[src/rtl/qlb_pkg.sv]
package qlb_pkg;

  typedef enum logic [1:0] {
    OP_LOCK    = 2'd0,
    OP_UNLOCK  = 2'd1,
    OP_BARRIER = 2'd2,
    OP_RSVD    = 2'd3
  } qlb_op_e;

  typedef enum logic [1:0] {
    RSP_GO    = 2'd0,
    RSP_FULL  = 2'd1,
    RSP_NOKEY = 2'd2
  } qlb_rsp_e;

endpackage

[src/rtl/qlb_prio_arb.sv]
// Fixed-priority picker: the lowest set bit wins.
module qlb_prio_arb #(
  parameter int N  = 4,
  parameter int IW = 2
) (
  input  logic [N-1:0]  req,
  output logic [N-1:0]  gnt,
  output logic [IW-1:0] idx,
  output logic          any
);

  always_comb begin
    gnt = '0;
    idx = '0;
    any = 1'b0;
    for (int i = N - 1; i >= 0; i--) begin
      if (req[i]) begin
        gnt    = '0;
        gnt[i] = 1'b1;
        idx    = IW'(i);
        any    = 1'b1;
      end
    end
  end

endmodule

[src/rtl/qlb_wait_fifo.sv]
// Circular queue of waiting port numbers for one slot.
module qlb_wait_fifo #(
  parameter int DEPTH = 4,
  parameter int W     = 2,
  localparam int AW   = (DEPTH > 1) ? $clog2(DEPTH) : 1,
  localparam int CW   = $clog2(DEPTH + 1)
) (
  input  logic          clk,
  input  logic          rst_n,
  input  logic          push,
  input  logic [W-1:0]  push_data,
  input  logic          pop,
  output logic [W-1:0]  head,
  output logic [CW-1:0] count
);

  logic [W-1:0]  mem [DEPTH];
  logic [AW-1:0] wr_q, wr_d, rd_q, rd_d;
  logic [CW-1:0] cnt_q, cnt_d;

  always_comb begin
    wr_d  = wr_q;
    rd_d  = rd_q;
    if (push) wr_d = (wr_q == AW'(DEPTH - 1)) ? '0 : wr_q + AW'(1);
    if (pop)  rd_d = (rd_q == AW'(DEPTH - 1)) ? '0 : rd_q + AW'(1);
    cnt_d = cnt_q + CW'(push) - CW'(pop);
  end

  always_ff @(posedge clk or negedge rst_n) begin
    if (!rst_n) begin
      wr_q  <= '0;
      rd_q  <= '0;
      cnt_q <= '0;
    end else begin
      wr_q  <= wr_d;
      rd_q  <= rd_d;
      cnt_q <= cnt_d;
    end
  end

  always_ff @(posedge clk) begin
    if (push) mem[wr_q] <= push_data;
  end

  assign head  = mem[rd_q];
  assign count = cnt_q;

endmodule

[src/rtl/qlb_cam.sv]
// Associative slot table: key, kind and barrier count per slot.
module qlb_cam #(
  parameter int S  = 4,
  parameter int KW = 8,
  parameter int CW = 3,
  parameter int IW = 2
) (
  input  logic          clk,
  input  logic          rst_n,
  input  logic [KW-1:0] look_key,
  input  logic          look_bar,
  input  logic          alloc_en,
  input  logic [KW-1:0] alloc_key,
  input  logic          alloc_bar,
  input  logic [CW-1:0] alloc_cnt,
  input  logic [S-1:0]  free_mask,
  output logic          hit,
  output logic [IW-1:0] hit_idx,
  output logic [CW-1:0] hit_cnt,
  output logic          free_any,
  output logic [IW-1:0] free_idx,
  output logic [S-1:0]  vld
);

  logic [S-1:0]  vld_q, vld_d;
  logic [KW-1:0] key_q [S];
  logic [CW-1:0] cnt_q [S];
  logic [S-1:0]  bar_q;
  logic [S-1:0]  match, hit_oh, free_oh, alloc_oh;

  for (genvar i = 0; i < S; i++) begin : g_slot
    assign match[i] = vld_q[i] && (bar_q[i] == look_bar) && (key_q[i] == look_key);

    always_ff @(posedge clk) begin
      if (alloc_oh[i]) begin
        key_q[i] <= alloc_key;
        bar_q[i] <= alloc_bar;
        cnt_q[i] <= alloc_cnt;
      end
    end
  end

  qlb_prio_arb #(.N(S), .IW(IW)) u_hit_enc (
    .req(match), .gnt(hit_oh), .idx(hit_idx), .any(hit)
  );

  qlb_prio_arb #(.N(S), .IW(IW)) u_free_enc (
    .req(~vld_q), .gnt(free_oh), .idx(free_idx), .any(free_any)
  );

  always_comb begin
    hit_cnt = '0;
    for (int i = 0; i < S; i++) begin
      if (hit_oh[i]) hit_cnt = hit_cnt | cnt_q[i];
    end
  end

  assign alloc_oh = alloc_en ? free_oh : '0;
  assign vld_d    = (vld_q & ~free_mask) | alloc_oh;

  always_ff @(posedge clk or negedge rst_n) begin
    if (!rst_n) vld_q <= '0;
    else        vld_q <= vld_d;
  end

  assign vld = vld_q;

endmodule

[src/rtl/qlb_engine.sv]
module qlb_engine
  import qlb_pkg::*;
#(
  parameter int N_PORTS = 4,
  parameter int N_SLOTS = 4,
  parameter int KEY_W   = 8
) (
  input  logic                                  clk,
  input  logic                                  rst_n,
  input  logic [N_PORTS-1:0]                    req_valid,
  output logic [N_PORTS-1:0]                    req_ready,
  input  logic [2*N_PORTS-1:0]                  req_op,
  input  logic [KEY_W*N_PORTS-1:0]              req_key,
  input  logic [$clog2(N_PORTS+1)*N_PORTS-1:0]  req_cnt,
  output logic [N_PORTS-1:0]                    rsp_valid,
  output logic [2*N_PORTS-1:0]                  rsp_code
);

  localparam int PID_W = (N_PORTS > 1) ? $clog2(N_PORTS) : 1;
  localparam int SID_W = (N_SLOTS > 1) ? $clog2(N_SLOTS) : 1;
  localparam int CNT_W = $clog2(N_PORTS + 1);

  // request selection
  logic [N_PORTS-1:0] elig;
  logic [PID_W-1:0]   sel;
  logic               acc;
  qlb_op_e            s_op;
  logic [KEY_W-1:0]   s_key;
  logic [CNT_W-1:0]   s_cnt_raw, s_cnt;
  logic               look_bar;

  // release burst state
  logic               drain_q, drain_d;
  logic [SID_W-1:0]   dslot_q, dslot_d;
  logic [CNT_W-1:0]   drain_cnt;
  logic [PID_W-1:0]   drain_head;

  // slot table
  logic               hit, free_any, alloc_en;
  logic [SID_W-1:0]   hit_idx, free_idx;
  logic [CNT_W-1:0]   hit_cnt;
  logic [N_SLOTS-1:0] free_mask, slot_vld;

  // queues
  logic [N_SLOTS-1:0] push, pop;
  logic [PID_W-1:0]   q_head [N_SLOTS];
  logic [CNT_W-1:0]   q_cnt  [N_SLOTS];
  logic [CNT_W-1:0]   hit_qcnt;
  logic [PID_W-1:0]   hit_head;

  // responses
  logic [N_PORTS-1:0] rv_q, rv_d;
  logic [1:0]         rc_q [N_PORTS];
  logic [1:0]         rc_d [N_PORTS];

  for (genvar p = 0; p < N_PORTS; p++) begin : g_port
    assign elig[p] = req_valid[p] &&
                     !(drain_q && (req_op[2*p +: 2] == OP_BARRIER));
    assign rsp_code[2*p +: 2] = rc_q[p];
  end

  qlb_prio_arb #(.N(N_PORTS), .IW(PID_W)) u_arb (
    .req(elig), .gnt(req_ready), .idx(sel), .any(acc)
  );

  assign s_op      = qlb_op_e'(req_op[2*sel +: 2]);
  assign s_key     = req_key[KEY_W*sel +: KEY_W];
  assign s_cnt_raw = req_cnt[CNT_W*sel +: CNT_W];
  assign s_cnt     = (s_cnt_raw > CNT_W'(N_PORTS)) ? CNT_W'(N_PORTS) : s_cnt_raw;
  assign look_bar  = (s_op == OP_BARRIER);

  qlb_cam #(.S(N_SLOTS), .KW(KEY_W), .CW(CNT_W), .IW(SID_W)) u_cam (
    .clk(clk), .rst_n(rst_n),
    .look_key(s_key), .look_bar(look_bar),
    .alloc_en(alloc_en), .alloc_key(s_key), .alloc_bar(look_bar),
    .alloc_cnt(s_cnt), .free_mask(free_mask),
    .hit(hit), .hit_idx(hit_idx), .hit_cnt(hit_cnt),
    .free_any(free_any), .free_idx(free_idx), .vld(slot_vld)
  );

  for (genvar s = 0; s < N_SLOTS; s++) begin : g_queue
    qlb_wait_fifo #(.DEPTH(N_PORTS), .W(PID_W)) u_fifo (
      .clk(clk), .rst_n(rst_n),
      .push(push[s]), .push_data(sel), .pop(pop[s]),
      .head(q_head[s]), .count(q_cnt[s])
    );
  end

  assign hit_qcnt   = q_cnt[hit_idx];
  assign hit_head   = q_head[hit_idx];
  assign drain_cnt  = q_cnt[dslot_q];
  assign drain_head = q_head[dslot_q];

  always_comb begin
    push      = '0;
    pop       = '0;
    free_mask = '0;
    alloc_en  = 1'b0;
    drain_d   = drain_q;
    dslot_d   = dslot_q;
    rv_d      = '0;
    for (int p = 0; p < N_PORTS; p++) rc_d[p] = RSP_GO;

    // one queued barrier waiter released per cycle
    if (drain_q) begin
      pop[dslot_q]     = 1'b1;
      rv_d[drain_head] = 1'b1;
      rc_d[drain_head] = RSP_GO;
      if (drain_cnt == CNT_W'(1)) begin
        free_mask[dslot_q] = 1'b1;
        drain_d            = 1'b0;
      end
    end

    if (acc) begin
      unique case (s_op)
        OP_LOCK: begin
          if (hit) begin
            push[hit_idx] = 1'b1;
          end else if (free_any) begin
            alloc_en  = 1'b1;
            rv_d[sel] = 1'b1;
            rc_d[sel] = RSP_GO;
          end else begin
            rv_d[sel] = 1'b1;
            rc_d[sel] = RSP_FULL;
          end
        end
        OP_UNLOCK: begin
          rv_d[sel] = 1'b1;
          if (hit) begin
            rc_d[sel] = RSP_GO;
            if (hit_qcnt != '0) begin
              pop[hit_idx]   = 1'b1;
              rv_d[hit_head] = 1'b1;
              rc_d[hit_head] = RSP_GO;
            end else begin
              free_mask[hit_idx] = 1'b1;
            end
          end else begin
            rc_d[sel] = RSP_NOKEY;
          end
        end
        OP_BARRIER: begin
          if (s_cnt <= CNT_W'(1)) begin
            rv_d[sel] = 1'b1;
            rc_d[sel] = RSP_GO;
          end else if (hit) begin
            if (hit_qcnt == hit_cnt - CNT_W'(1)) begin
              rv_d[sel] = 1'b1;
              rc_d[sel] = RSP_GO;
              drain_d   = 1'b1;
              dslot_d   = hit_idx;
            end else begin
              push[hit_idx] = 1'b1;
            end
          end else if (free_any) begin
            alloc_en       = 1'b1;
            push[free_idx] = 1'b1;
          end else begin
            rv_d[sel] = 1'b1;
            rc_d[sel] = RSP_FULL;
          end
        end
        default: begin
          rv_d[sel] = 1'b1;
          rc_d[sel] = RSP_NOKEY;
        end
      endcase
    end
  end

  always_ff @(posedge clk or negedge rst_n) begin
    if (!rst_n) begin
      drain_q <= 1'b0;
      dslot_q <= '0;
      rv_q    <= '0;
      for (int p = 0; p < N_PORTS; p++) rc_q[p] <= RSP_GO;
    end else begin
      drain_q <= drain_d;
      dslot_q <= dslot_d;
      rv_q    <= rv_d;
      for (int p = 0; p < N_PORTS; p++) rc_q[p] <= rc_d[p];
    end
  end

  assign rsp_valid = rv_q;

endmodule

[config.mk]
export PLATFORM = sky130hd
export DESIGN_NAME = qlb_engine
export DESIGN_NICKNAME = d
export VERILOG_FILES = /design/src/rtl/qlb_pkg.sv /design/src/rtl/qlb_prio_arb.sv /design/src/rtl/qlb_wait_fifo.sv /design/src/rtl/qlb_cam.sv /design/src/rtl/qlb_engine.sv
export SDC_FILE = /design/constraint.sdc
export NUM_CORES = 1
export LEC_CHECK = 0
export ABC_CLOCK_PERIOD_IN_PS = 19000
export BUFFER_PORTS_ARGS = -buffer_cell sky130_fd_sc_hd__buf_2
export CORE_MARGIN = 2
export CORE_UTILIZATION = 45
export DETAILED_ROUTE_END_ITERATION = 12
export SYNTH_ARGS = -nofsm -noshare
export SYNTH_HDL_FRONTEND = slang
export SYNTH_HIERARCHICAL = 1
export SYNTH_SLANG_ARGS = --single-unit
[constraint.sdc]
create_clock -name clk -period 19 [get_ports clk]
set_clock_uncertainty 0.1 [all_clocks]
set_input_delay 0.95 -clock clk [delete_from_list [all_inputs] [get_ports clk]]
set_output_delay 0.95 -clock clk [all_outputs]
set_load 0.01 [all_outputs]
==> impl_metrics.py <==
metrics = {
    "outcome": {
        "status": "complete, no violations",
    },
    "clock_network": {
        "cts_max_level": 4,
        "cts_buffers": 17,
        "clockBufferDepth": 2,
        "clock_sinks": 127,
        "post-cts-setup-buffer-count": 0,
        "post_cts_resized": 0,
        "clk_pin_slew_worst_paths_ns": 0.05,
        "insertion_delay_ns": 0.41,
        "hold_buffers": 0,
        "cts_tree": "built",
        "root_buffer": "clkbuf_16",
    },
    "drt": {
        "avgViaCountPerCell": 5.40,
        "detail-route-antenna-nets": 0,
        "drt_iter0_drc": 277,
        "drt-wirelength-per-cell_um": 18.0,
        "first_pass_iters": 4,
        "num_vias": 4248,
        "drc_errors": 0,
        "wirelength_um": 14200,
    },
    "finish": {
        "utilization_pct": 54.2,
        "nets": 681,
        "antenna_cells": 0,
        "syn_to_final_growth_pct": 16.5,
        "drive_above_1_share_pct": 24.2,
        "fill_cells": 1241,
        "seq_area_um2": 3580,
        "multiInputGateArea_um2": 2960,
    },
    "placed_design": {
        "place_hpwl_um": 10300,
        "io_buffers": 73,
        "routabilityCongestion": 0.847,
    },
    "synth": {
        "synth_warnings": 6,
        "syn-num-nets": 607,
        "synth_flop_cell": "edfxtp_1",
        "yosys_register_bits": 127,
        "synth_edf_count": 80,
        "seq_area_frac_synth_pct": 52.5,
        "async_flop_share_pct": 37.0,
        "yosysUniqueCellTypes": 62,
        "synth_cells": 516,
        "syn_avg_cell_area_um2": 13.2,
        "synth_area_um2": 6810,
    },
    "job": {
        "max_cap_viol_count": 0,
    },
    "sta": {
        "rsz0062_at_grt": "false",
        "fmax_ghz": 0.132,
        "fin_setup_tns_ns": 0,
        "min_period_over_period_pct": 39.8,
        "slew_headroom_pct": 32.2,
        "period_minus_slack_ns": 7.57,
        "finalSetupViolCount": 0,
        "final-hold-violation-count": 0,
        "tightest_slew_ns": 1.01,
        "maxSlewViolCount": 0,
    },
    "setup_path": {
        "critPathMaxFanout": 35,
        "start_kind": "input pin",
        "cp-end-kind": "flip-flop",
        "crit_required_ns": 19.23,
        "crit_type": "in2reg",
        "cp.arrival_ns": 7.79,
        "reg2reg_slack_ns": 11.44,
    },
    "global_routing": {
        "grt_max_degree": 48,
        "overflow": 0,
        "grt_pass1_vias": 4478,
        "grt_pass1_wl_um": 22800,
        "grt_use_total_pct": 18.7,
        "antenna_found_initial": 0,
    },
    "pwr": {
        "p_switching_w": 0.000255,
        "intPower_w": 0.000643,
        "power_density_nw_per_um2": 113,
        "peakVddDrop_uv": 75.7,
        "comb_power_share_pct": 21.5,
        "p_sw_share_pct": 28.4,
        "p_clk_share_pct": 37.8,
        "power.leakage_nw": 3.16,
        "seqPwrFrac_pct": 40.7,
    },
    "die": {
        "ioPinCount": 74,
        "die_x_um": 127,
        "start_util_pct": 46.5,
        "placementRows": 44,
        "die_y_um": 127,
        "dieArea_um2": 16100,
        "core_area_um2": 14600,
    },
    "hold_path": {
        "holdCritPathClass": "reg2reg",
    },
}
==> critical path, cell delays in order <==
cell and delay (ns):
buf_2 0.09, nand2_1 0.04, o21a_1 0.20, nand2b_4 0.16, a21oi_4 0.13, buf_4 0.43, mux4_2 0.71, and2_1 0.33
xnor2_1 0.34, nand4_1 0.17, nor4_2 0.72, nor2_1 0.15, and2_1 0.25, a22oi_1 0.18, nand2_1 0.15, inv_1 0.09
ha_1 0.26, xnor2_1 0.14, a21boi_0 0.22, o31ai_1 0.16, a21o_1 0.21, a21oi_1 0.67, ha_1 0.28, inv_1 0.06
fa_1 0.37, xnor2_1 0.19, xnor2_1 0.14
==> cell type report <==
| cell class | count | share of cell area, % |
|---|---|---|
| multi-input combinational | 329 | 37.3 |
| inverter | 37 | 1.75 |
| clock buffer | 22 | 5.85 |
| timing repair buffer | 78 | 5.08 |
| sequential | 127 | 45.1 |
| tap | 184 | 2.90 |
| clock inverter | 10 | 2.02 |
==> layout by cell type, fill, tap and decap left out, drive strengths merged, types with 10 or more instances in the layout <==
cell type | Yosys | final
mux4 | 26 | 26
xnor2 | 46 | 46
and2 | 24 | 24
nor3 | 14 | 14
o21ai | 12 | 12
mux2 | 11 | 11
nand2 | 25 | 25
edfxtp | 80 | 80
nor2 | 31 | 31
buf | 15 | 78
clkbuf | 8 | 22
a21oi | 12 | 12
ha | 29 | 29
dfrtp | 47 | 47
inv | 37 | 37
nand4 | 10 | 10
==> stage by stage <==
stage / cells / hold slack (ns) / setup WS [ns] / power (W) / instance area (µm²)
2_1_floorplan: 516 / 0.420 / 11.98 / 0.000510 / 6810
3_3_place_gp: 755 / 0.452 / 11.31 / 0.000558 / 7310
3_5_place_dp: 755 / 0.466 / 11.01 / 0.000566 / 7310
4_1_cts: 787 / 0.484 / 11.44 / 0.000909 / 7940
5_1_grt: 787 / 0.503 / 10.82 / 0.000948 / 7940
6_report: 787 / 0.480 / 11.43 / 0.000898 / 7940
==> sequential cells by signal, indices dropped and copies added (netlist names) <==
name / count
drain_q: 1
dslot_q: 2
g_queue.u_fifo/count: 12
g_queue.u_fifo/mem: 32
g_queue.u_fifo/rd_q: 8
g_queue.u_fifo/wr_q: 8
rsp_code: 8
rsp_valid: 4
u_cam/bar_q: 4
u_cam/cnt_q: 12
u_cam/key_q: 32
u_cam/vld: 4
==> final timing paths <==
check,from,end,depth (start not counted)
setup / recovery,req_op[5],g_queue[1].u_fifo/count[2]$_DFF_PN0_,27
hold / removal,g_queue[1].u_fifo/rd_q[1]$_DFFE_PN0P_,g_queue[1].u_fifo/rd_q[1]$_DFFE_PN0P_,1
setup reg to reg,drain_q$_DFF_PN0_,g_queue[1].u_fifo/count[2]$_DFF_PN0_,26
hold reg to reg,g_queue[1].u_fifo/rd_q[1]$_DFFE_PN0P_,g_queue[1].u_fifo/rd_q[1]$_DFFE_PN0P_,1
max in group asynchronous,rst_n,rsp_code[0]$_DFF_PN0_,2
min in group asynchronous,rst_n,g_queue[1].u_fifo/wr_q[1]$_DFFE_PN0P_,2
==> synth_stat cells, drive strengths merged (2+ instances only) <==
cell	count	area [µm²]
a21boi	2	15.0
nand2	25	93.8
clkbuf	8	32.5
nand3	6	30.0
a21o	2	15.0
nor2	31	116
or3	2	12.5
o21bai	4	30.0
and2	24	150
nor4	5	50.1
ha	29	363
nor3	14	70.1
o31ai	3	22.5
nand3b	4	30.0
o22ai	4	25.0
o32ai	3	33.8
nand4	10	62.6
o21ai	12	60.1
edfxtp	80	2400
o21a	4	30.0
mux4	26	631
inv	37	139
o21ba	2	20.0
mux2i	6	60.1
fa	4	80.1
a21oi	12	60.1
mux2	11	128
a22oi	6	45.0
xnor2	46	410
nor2b	4	32.5
xor2	4	35.0
nand2b	5	53.8
dfrtp	47	1180
buf	15	120
a211oi	3	27.5
or3b	7	63.8
==> routing by layer <==
layer	global-route usage, %	wire length [µm]	vias to the layer above
li1	-	-	2033
met1	22.6	6120	2115
met2	32.6	7350	86
met3	4.23	458	14
met4	7.18	231	0
met5	0	0	-
==> power groups by stage <==
stage                     Clock, W  Sequential, W  Combinational (W)
after floorplan                  0       0.000362           0.000148
after global placement           0       0.000369           0.000189
after detailed placement         0       0.000371           0.000195
after CTS                 0.000346       0.000366           0.000196
after global routing      0.000356       0.000370           0.000222
final                     0.000339       0.000366           0.000193
==> cells by family after synthesis <==
logic type / after synthesis / synth area share (%)
AOI/OAI and AO/OA: 64 / 6.48
xor gates and xnor gates: 50 / 6.54
adders and majority gates: 33 / 6.50
buffers and inverters: 60 / 4.28
DFF: 127 / 52.5
muxes: 43 / 12.0
and+or+nand+nor: 139 / 11.7
(Power assumes the default switching activity.)
